## src/rtl/vfd_grid_scan.sv

```systemverilog
module vfd_grid_scan #(
  parameter int SEGS        = 56,
  parameter int OSC_PER_BIT = 4,
  parameter int SLOT_BITS   = 1024,
  parameter int DIM_W       = 10,
  parameter int DIM_MAX     = 1016,
  parameter int LEAD        = 3
) (
  input  logic            clk,
  input  logic            rst_n,
  input  logic            duplex_sel,
  input  logic            master_sel,
  input  logic [DIM_W-1:0] dim_code,
  input  logic [SEGS-1:0] pat_g1,
  input  logic [SEGS-1:0] pat_g2,
  input  logic [SEGS-1:0] pat_g3,
  input  logic            dim_in,
  input  logic            sync_in1,
  input  logic            sync_in2,
  output logic [2:0]      grid_n,
  output logic [SEGS-1:0] seg,
  output logic            dim_out,
  output logic            sync_out1,
  output logic            sync_out2
);
  localparam int PW = (OSC_PER_BIT > 1) ? $clog2(OSC_PER_BIT) : 1;
  localparam int BW = $clog2(SLOT_BITS);
  localparam int WW = ((DIM_W > BW) ? DIM_W : BW) + 2;

  logic [PW-1:0]    phase;
  logic [BW-1:0]    bitc;
  logic [1:0]       slot;
  logic [DIM_W-1:0] d_cur;
  logic             dup_cur;

  wire bit_end   = (phase == PW'(OSC_PER_BIT - 1));
  wire slot_end  = bit_end && (bitc == BW'(SLOT_BITS - 1));
  wire last_slot = dup_cur ? (slot == 2'd1) : (slot == 2'd2);
  wire cyc_end   = slot_end && last_slot;

  wire [DIM_W-1:0] d_next = (dim_code > DIM_W'(DIM_MAX)) ? DIM_W'(DIM_MAX) : dim_code;

  always_ff @(posedge clk or negedge rst_n) begin
    if (!rst_n) begin
      phase   <= '0;
      bitc    <= '0;
      slot    <= '0;
      d_cur   <= '0;
      dup_cur <= 1'b1;
    end else begin
      phase <= bit_end ? '0 : phase + 1'b1;
      if (bit_end) bitc <= slot_end ? '0 : bitc + 1'b1;
      if (slot_end) slot <= last_slot ? 2'd0 : slot + 2'd1;
      if (cyc_end) begin
        d_cur   <= d_next;
        dup_cur <= duplex_sel;
      end
    end
  end

  wire seg_win  = (d_cur != '0) && (WW'(bitc) < WW'(d_cur) + WW'(LEAD));
  wire grid_win = seg_win && (WW'(bitc) >= WW'(LEAD));

  logic [1:0] sel;
  assign sel = master_sel ? (seg_win ? slot + 2'd1 : 2'd0)
                          : (dim_in ? {sync_in2, sync_in1} : 2'd0);

  always_comb begin
    case (sel)
      2'd1:    seg = pat_g1;
      2'd2:    seg = pat_g2;
      2'd3:    seg = pat_g3;
      default: seg = '0;
    endcase
  end

  assign grid_n  = (master_sel && grid_win) ? ~(3'b001 << slot) : 3'b111;
  assign dim_out = master_sel && seg_win;
  assign {sync_out2, sync_out1} = (master_sel && seg_win) ? slot + 2'd1 : 2'd0;

  assert_one_grid_R12: assert property (@(posedge clk) disable iff (!rst_n)
    $countones(~grid_n) <= 1);

  assert_grid_lead_R4: assert property (@(posedge clk) disable iff (!rst_n)
    (grid_n != 3'b111 && $past(grid_n) == 3'b111 && $past(master_sel)) |-> $past(dim_out));

  assert_sync_code_R5: assert property (@(posedge clk) disable iff (!rst_n)
    dim_out |-> (sync_out1 || sync_out2));

  assert_dim_sat_R6: assert property (@(posedge clk) disable iff (!rst_n)
    d_cur <= DIM_W'(DIM_MAX));

  assert_dark_R7: assert property (@(posedge clk) disable iff (!rst_n)
    (master_sel && d_cur == '0) |-> (grid_n == 3'b111 && !dim_out && seg == '0));

  assert_capture_R8: assert property (@(posedge clk) disable iff (!rst_n)
    (d_cur != $past(d_cur)) |-> (slot == 2'd0 && bitc == '0 && phase == '0));
endmodule

```

## config.mk

```make
export PLATFORM = sky130hd
export DESIGN_NAME = vfd_grid_scan
export DESIGN_NICKNAME = d
export VERILOG_FILES = /design/src/rtl/vfd_grid_scan.sv
export SDC_FILE = /design/constraint.sdc
export NUM_CORES = 1
export LEC_CHECK = 0
export ABC_AREA = 1
export BUFFER_PORTS_ARGS = -buffer_cell sky130_fd_sc_hd__buf_4
export CORE_AREA = 2 2 96 98
export DETAILED_ROUTE_END_ITERATION = 8
export DIE_AREA = 0 0 98 100
export PLACE_DENSITY = 0.71
export SLEW_MARGIN = 30
export SYNTH_ARGS = -nofsm -noshare
export SYNTH_HDL_FRONTEND = slang
export SYNTH_SLANG_ARGS = --single-unit
```

## constraint.sdc

```tcl
create_clock -name clk -period 9.6 [get_ports clk]
set_clock_uncertainty 0.1 [all_clocks]
set_input_delay 1.92 -clock clk [delete_from_list [all_inputs] [get_ports clk]]
set_output_delay 1.92 -clock clk [all_outputs]
set_load 0.005 [all_outputs]
```

# After elaboration in Yosys (flattened, before gate mapping)
# Index checks and enable logic that the tools add are counted.
# op_classes
n_addsub	4
n_lt_le_gt_ge	3
n_eq_ne	7
shifts	1
mux	11
bitwise_logic	1
reduce_logical	7
# op_table
op	n
case mux 56 bit (3 select lines)	1
two-way mux 10 bit	2
two-way mux 2 bit	6
adder 10 x 2 -> 11 bit (second input constant)	1
< comparator 10 x 11 -> 1 bit	1
adder 10 x 1 -> 10 bit (second input constant)	1
equality test 10 bit (second input constant)	1
greater-or-equal comparator 10 x 2 -> 1 bit (second input constant)	1
> comparator 10 bit (second input constant)	1
nonzero test 10 bit	1
equality test 2 bit (second input constant)	4
logical AND 1 bit	6
adder 2 x 1 -> 2 bit (second input constant)	2
equality test 2 x 1 -> 1 bit (second input constant)	2
two-way mux 3 bit	1
NOT 3 bit	1
<< shifter 1 x 2 -> 3 bit (first input constant)	1
two-way mux 1 bit	1
# totals
reg_bits	25
inputBits	185
out_inout_bits	62
word_cells	39

# Longest topological paths before layout
# Gate-level depths: netlist of run 1.
# logic_depth
depth_word	7
ltp_mapped	17

# Worst setup path before layout of run 1
# No wires, ideal clock.
# synth_path
path_kind	input to output
startpoint	in master_sel
endpoint	out seg[10]
t_arrival_ps	2760
required_ps	7580
slack_ps	4820
stages	8
path_buffers	2
cell_sequence	nand3_1 -> nor2_2 -> nand3_2 -> nand2_2 -> buf_6 -> buf_6 -> nand3_1 -> nand3_1
# synth_via
elab_chain_len	3
elab_cells_between_ends	5
cone_classes	3 x eq/ne; 2 x mux
# synth_rtl
item	line	source
start, declared	12	input logic master_sel,
two-way mux 2 bit *	65	assign sel = master_sel ? (seg_win ? slot + 2'd1 : 2'd0)
equality test 2 bit or equality test 2 x 1 -> 1 bit (tied branches)	69	case (sel)
case mux 56 bit (3 select lines) *	69	
end, declared	21	output logic [SEGS-1:0] seg,
# Mark *: on every way between the ends. The rest lies on a longest branch, timed or not.

# Worst setup path in the final report of run 1
# layout_path
startpoint	reg d_cur[0]
endpoint	out seg[37]
# layout_via
elab_chain_len	7
elab_cells_between_ends	10
cone_classes	1 x add/sub; 1 x order compare; 3 x eq/ne; 3 x mux; 2 x reduce/logical
# layout_rtl
item	line	source
start, declared	33	logic [DIM_W-1:0] d_cur;
start signal, assigned	55	d_cur <= d_next;
adder 10 x 2 -> 11 bit	61	wire seg_win = (d_cur != '0) && (WW'(bitc) < WW'(d_cur) + WW'(LEAD));
< comparator 10 x 11 -> 1 bit	61	
logical AND 1 bit *	61	
two-way mux 2 bit * (2 in series)	65	
equality test 2 bit or equality test 2 x 1 -> 1 bit (tied branches)	69	
case mux 56 bit (3 select lines) *	69	
# Marks and branches as above.

==> results.md, run 1 <==
- VDD IR max: 0.0630 mV
- Clock Latency Late Sink: approximately 0.28 ns
- GR Util All Layers: 26.3%
- TNS Setup: 0 ns
- Worst path top cell family by delay: simple AND/OR/NAND/NOR gates
- FMAX: 161 MHz
- Reg-to-reg endpoint: d_cur[7]$_DFFE_PN0P_
- Multi-input gate area: 2060 µm²
- Chip width: around 100 µm
- Resize count post-CTS: 0
- DP HPWL: 11.0 mm
- Synthesized area per cell: 6.74 µm²
- Sequential fraction of the synthesis area: 20.1%
- Share of flip-flops with an asynchronous set or reset: 100%
- Outcome: finished, final reports clean
- Gr ovfl total: 0
- Vias in the first global route: roughly 3,800
- Largest net degree at the start of global routing: approximately 110
- CP Capture Type: output port
- Initial Utilization: 35.1%
- CP Data Arrival Time: 4.17 ns
- Synth Warn #: 0
- Area grow syn2layout: 55.5%
- Rel. slew slack: between 30% and 40%
- WP buf/inv: 3
- Vias/cell: 5.42
- Most frequent cells in the layout: 247 x buf_4, 241 x nand3_1, 36 x nand2_1
- Max Cap Viol: 0
- Longest Clk Path Bufs: 2
- Critical Path Start Type: flip-flop
- Commonest non-fill, non-tap cell in the layout: buf_4
- WL/cell: 17.5 µm
- Syn Inst Count: 463
- Synth Area in Simple Gates: 49.6%
- Post-Synth Adder-Cell Area: under 10%
- Minimum clock period: a little over 6 ns
- Mux contribution to synthesized area: 2.53%
- Fin crit share: between 60% and 70%
- DRT iter0 DRCs: ~250
- Xor/xnor share of the synthesized area: 3.93%
- Total CTS buffers: 3
- Worst Hold End: phase[0]$_DFF_PN0_
- Min-delay src: phase[0]$_DFF_PN0_
- IO Pins: 247
- Via count: 4,265
- Hold Crit Class: reg -> reg
- Worst path max stage delay: 0.87 ns
- Nets: 877
- Num rows: 35
- CP Max Fanout: 113
- Routed WL: 13.8 mm
- CTS tree: done
- First-pass detailed-route iteration total: 5
- Cts hold-fix bufs: 0
- Die Span Y: 100 µm
- Clock-pin slew on the worst setup and hold paths: 0.10 ns
- RR Startpoint: phase[0]$_DFF_PN0_
- Largest cells by area after synthesis: nand3_1 39%, dfrtp_1 19%, buf_6 7.2%, ha_1 6.0%, nand2_1 4.3%
- DRT antenna net count: 0
- Pleak: between 2 and 3 nW
- Fin. Hold Viols: 0
- Synth Area in Compound Gates: 3.45%
- Worst reg-to-reg setup slack: 7.34 ns
- Core area: 8890 µm²
- DRC Markers: 0
- Worst Tran Pin Value: 0.930 ns
- Post-synth EDFFs: 0
- Synth top area share: roughly 39%
- Slew Viols, Final: 0
- FF-to-FF path depth: 5
- Critical Path RT: 7.58 ns
- Post-synth top area cell: nand3_1
- Seq cells post-synth: 25
- Pwr/cell area: a little over 70 nW/µm²
- Util after Layout: between 50 and 60%
- Postcts setup bufs: 0
- First-pass GRT wire length: 20.8 mm
- Largest family of logic cells by synthesized area: simple AND/OR/NAND/NOR gates
- RSZ-0062 raised after global routing: no
- GPL Wtd Cong: 0.892
- CP Cell Sequence: inv_1 > ha_1 > nor3_1 > nand2_1 > xor2_1 > ha_1 > a21oi_1 > nor2_1 > nor2_2 > nand3_2 > nand2_8 > inv_2 > nand3_1 > nand3_1 > buf_4
- Syn nets: 663
- Clock Sinks: 25
- Fillers: 884
- Seq. cell area: 627 µm²
- Antenna cells: 0
- Max H-tree Level: 1
- Setup CP Type: reg -> out
- Post-synth cell types: 30
- Worst path slowest cell: inv_2
- Share of layout cells above drive strength 1: between 30 and 40%
- Hold depth: 1
- PortBufs: 246
- Root Buffer: clkbuf_8
- Final setup viols: 0
- Post-synth top flop: dfrtp_1
- Mapped Area: 3120 µm²
- DIE AREA: around 10000 µm²
- Initial antenna violation count: 0
## sequential cells by signal, indices dropped and copies added (netlist names)
register	count
bitc	10
d_cur	10
dup_cur	1
phase	2
slot	2
## kinds of logic (layout without fill, tap and decap cells)
family                   count (synthesis)  count (layout)
adder cells (fa/ha/maj)                 15              15
AO/OA/AOI/OAI                           20              20
XOR/XNOR                                14              14
buffers and inverters                   69             282
flip-flops                              25              25
AND/OR/NAND/NOR                        313             313
multiplexers                             7               7
## stage by stage
step	hold slack (ns)	cell area, µm²	std cells	total power, mW	worst slack [ns]
2_1_floorplan	0.303	3120	463	0.176	4.82
3_3_place_gp	0.313	4790	783	0.273	3.17
3_5_place_dp	0.319	4800	783	0.275	3.51
4_1_cts	0.339	4850	787	0.343	3.48
5_1_grt	0.375	4850	787	0.363	3.00
6_report	0.336	4850	787	0.342	3.41
## power breakdown
group | internal [mW] | total (mW) | switching (mW)
Combinational | 0.0908 | 0.165 | 0.0745
Clock | 0.0305 | 0.0683 | 0.0378
Sequential | 0.107 | 0.109 | 0.00183
Total | 0.228 | 0.342 | 0.114
## area by class of cell
class | count | area share, %
clock buffers | 3 | 0.851
multi-input cells | 369 | 42.5
inverters | 31 | 2.43
clock inverters | 1 | 0.181
well taps | 111 | 2.86
flip-flops and latches | 25 | 12.9
repair buffers | 247 | 38.2
## synth_stat cells, types with 4 or more instances
cell type  instances
nand2_1           36
o21ai_0           10
dfrtp_1           24
nand3_1          241
xor2_1            11
buf_2              8
mux2_2             7
nand4_1            4
nor2_1            16
inv_1             29
buf_4              8
a21oi_1            7
ha_1              15
buf_6             20
## worst register-to-register path: cells and delay by family (launching register included)
family                   cells  cell delay, ns
adder cells (fa/ha/maj)      1            0.28
buffers and inverters        1            0.14
flip-flops                   1            0.37
multiplexers                 1            0.39
AND/OR/NAND/NOR              2            0.88
## how the worst max path moves through the flow
stage	start	endpoint	slack, ns	cells past startpoint
finish	d_cur[0]$_DFFE_PN0P_	seg[37]	3.41	15
CTS	d_cur[0]$_DFFE_PN0P_	seg[43]	3.48	15
global placement	master_sel	seg[43]	3.17	9
global route	d_cur[2]$_DFFE_PN0P_	seg[37]	3.00	16
detailed placement	master_sel	seg[43]	3.51	9
floorplan	master_sel	seg[10]	4.82	8
## per-layer routing
layer | global-route usage [%] | wire, µm | vias up
met4 | 3.85 | 208 | 0
met1 | 38.1 | 5930 | 1973
met2 | 39.3 | 6040 | 217
met3 | 8.43 | 1620 | 18
met5 | 0 | 0 | -
li1 | - | - | 2057
(Power assumes the default switching activity.)
==> run 2: changes to the inputs <==
--- a/config.mk
+++ b/config.mk
@@ -7,10 +7,10 @@
 export LEC_CHECK = 0
 export ABC_AREA = 1
 export BUFFER_PORTS_ARGS = -buffer_cell sky130_fd_sc_hd__buf_4
-export CORE_AREA = 2 2 96 98
+export CORE_AREA = 2 2 95 97
 export DETAILED_ROUTE_END_ITERATION = 8
-export DIE_AREA = 0 0 98 100
-export PLACE_DENSITY = 0.71
+export DIE_AREA = 0 0 97 99
+export PLACE_DENSITY = 0.75
 export SLEW_MARGIN = 30
 export SYNTH_ARGS = -nofsm -noshare
 export SYNTH_HDL_FRONTEND = slang
==> constraint.sdc (replaced) <==
create_clock -name clk -period 5.4 [get_ports clk]
set_clock_uncertainty 0.1 [all_clocks]
set_input_delay 1.08 -clock clk [delete_from_list [all_inputs] [get_ports clk]]
set_output_delay 1.08 -clock clk [all_outputs]
set_load 0.005 [all_outputs]
==> results.md, run 2 (synthesis results as in run 1) <==
- DP HPWL: 11.8 mm (+7.2%)
- Core area: 8550 µm² (-3.8%)
- Max Cap Viol: 0 (unchanged)
- Minimum clock period: between 5 and 6 ns
- VDD IR max: 0.163 mV (+160%)
- FMAX: 199 MHz
- Commonest non-fill, non-tap cell in the layout: buf_4
- Biggest regs: bitc: 10 flops, d_cur: 10 flops
- Hold Crit Class: reg -> reg
- Min-delay src: phase[0]$_DFF_PN0_
- Gr ovfl total: 0 (unchanged)
- Longest Clk Path Bufs: 2 (unchanged)
- CP Data Arrival Time: 3.85 ns (-0.32 ns)
- Outcome: finished, final reports clean
- Pleak: 2.57 nW (+0.48%)
- Fin. Hold Viols: 0 (unchanged)
- Clock Latency Late Sink: 0.27 ns (about the same)
- CTS tree: done
- Die Span Y: 99 µm (-1.0%)
- Vias in the first global route: 4,071 (+7.4%)
- PortBufs: 246 (unchanged)
- Initial Utilization: 36.5% (+1.4 points)
- TNS Setup: 0 ns (unchanged)
- CP Capture Type: output port
- First-pass detailed-route iteration total: 4 (-1)
- GPL Wtd Cong: 0.991 (+11%)
- Root Buffer: clkbuf_8
- Total CTS buffers: 3 (unchanged)
- DRT iter0 DRCs: 208 (-16%)
- CP Max Fanout: 81 (-28%)
- Antenna cells: 0 (unchanged)
- WL/cell: 18.5 µm (+5.3%)
- Via count: 4,279 (+0.33%)
- Routed WL: 14.5 mm (+5.3%)
- GR Util All Layers: 28.3% (+1.9 points)
- Critical Path Start Type: flip-flop
- Worst path slowest cell: buf_4
- DIE AREA: 9600 µm² (-2.0%)
- Most frequent cells in the layout: 249 x buf_4, 241 x nand3_1, 36 x nand2_1
- Slew Viols, Final: 0 (unchanged)
- Pwr/cell area: 125 nW/µm² (+77%)
- Chip width: 97 µm (-1.0%)
- Worst path top cell family by delay: simple AND/OR/NAND/NOR gates
- Area grow syn2layout: 56.2%
- Clock-pin slew on the worst setup and hold paths: 0.10 ns (about the same)
- First-pass GRT wire length: 21.8 mm (+4.9%)
- Nets: 880 (+0.34%)
- Rel. slew slack: 47.2% (+9.3 points)
- Resize count post-CTS: 0 (unchanged)
- Num rows: 34 (-2.9%)
- DRT antenna net count: 0 (unchanged)
- CP Cell Sequence: inv_1 > ha_1 > nor3_1 > nand2_1 > xor2_1 > ha_1 > a21oi_1 > nor2_1 > nor2_2 > nand3_2 > nand2_4 > buf_4 > nand3_1 > nand3_1 > buf_4
- Critical Path RT: 4.22 ns (-3.36 ns)
- DRC Markers: 0 (unchanged)
- Postcts setup bufs: 0 (unchanged)
- Worst path max stage delay: 0.69 ns (-0.18 ns)
- Max H-tree Level: 1 (unchanged)
- Clock Sinks: 25 (unchanged)
- Share of layout cells above drive strength 1: 40.1% (+0.27 points)
- Cts hold-fix bufs: 0 (unchanged)
- Largest net degree at the start of global routing: 113 (-0.88%)
- IO Pins: 247 (unchanged)
- Worst Tran Pin Value: 0.792 ns (-0.138 ns)
- RSZ-0062 raised after global routing: no
- RR Startpoint: phase[0]$_DFF_PN0_
- Fin crit share: between 90 and 100%
- Setup CP Type: reg -> out
- Initial antenna violation count: 0 (unchanged)
- Vias/cell: 5.44 (+0.33%)
- WP buf/inv: 3 (unchanged)
- Setup crit start: d_cur[0]$_DFFE_PN0P_
- Power consumption: 609 µW (+78%)
- Fillers: 822 (-7.0%)
- Final setup viols: 0 (unchanged)
[run 2: final timing paths]
kind	to	slack, ns	cells after the start
setup / recovery	seg[52]	0.37	15
hold / removal	phase[0]$_DFF_PN0_	0.35	1
setup reg to reg	d_cur[7]$_DFFE_PN0P_	3.19	5
hold reg to reg	phase[0]$_DFF_PN0_	0.35	1
max in group asynchronous	dup_cur$_DFFE_PN1P_	4.32	1
min in group asynchronous	phase[1]$_DFF_PN0_	0.58	1
[run 2: metrics by stage]
step / hold WS (ns) / utilization [%] / instances / instance area [µm²] / worst slack, ns
final: 0.346 / 57.0 / 787 / 4870 / 0.375
after floorplan: 0.303 / - / 463 / 3120 / 1.83
after detailed placement: 0.329 / 56.4 / 783 / 4820 / 0.730
after global placement: 0.312 / 56.4 / 783 / 4820 / 0.838
after global routing: 0.372 / 57.0 / 787 / 4870 / 0.0355
after CTS: 0.342 / 57.0 / 787 / 4870 / 0.406
[run 2: final cells by class]
type                    instances  area, µm²  area share, %
clock buffers                   3       41.3          0.848
clock inverters                 1       7.51          0.154
inverters                      31        118           2.41
multi-input cells             369       2050           42.2
flip-flops and latches         25        627           12.9
well taps                     108        135           2.77
repair buffers                250       1890           38.8
[run 2: worst register-to-register path, delay by kind of cell (launching register included)]
family                   cells  cell delay, ns
multiplexers                 1            0.39
AND/OR/NAND/NOR              2            0.84
buffers and inverters        1            0.13
flip-flops                   1            0.37
adder cells (fa/ha/maj)      1            0.28
[run 2: routing by layer]
metal	vias to the layer above	global-route usage [%]	wire [µm]
li1	2060	-	-
met1	1947	36.6	5650
met2	233	41.9	6310
met3	39	14.0	2060
met4	0	7.69	525
met5	-	0	0
[run 2: where the power goes]
| part | switching [mW] | internal [mW] |
|---|---|---|
| combinational | 0.134 | 0.164 |
| sequential | 0.00349 | 0.190 |
| clock | 0.0649 | 0.0524 |
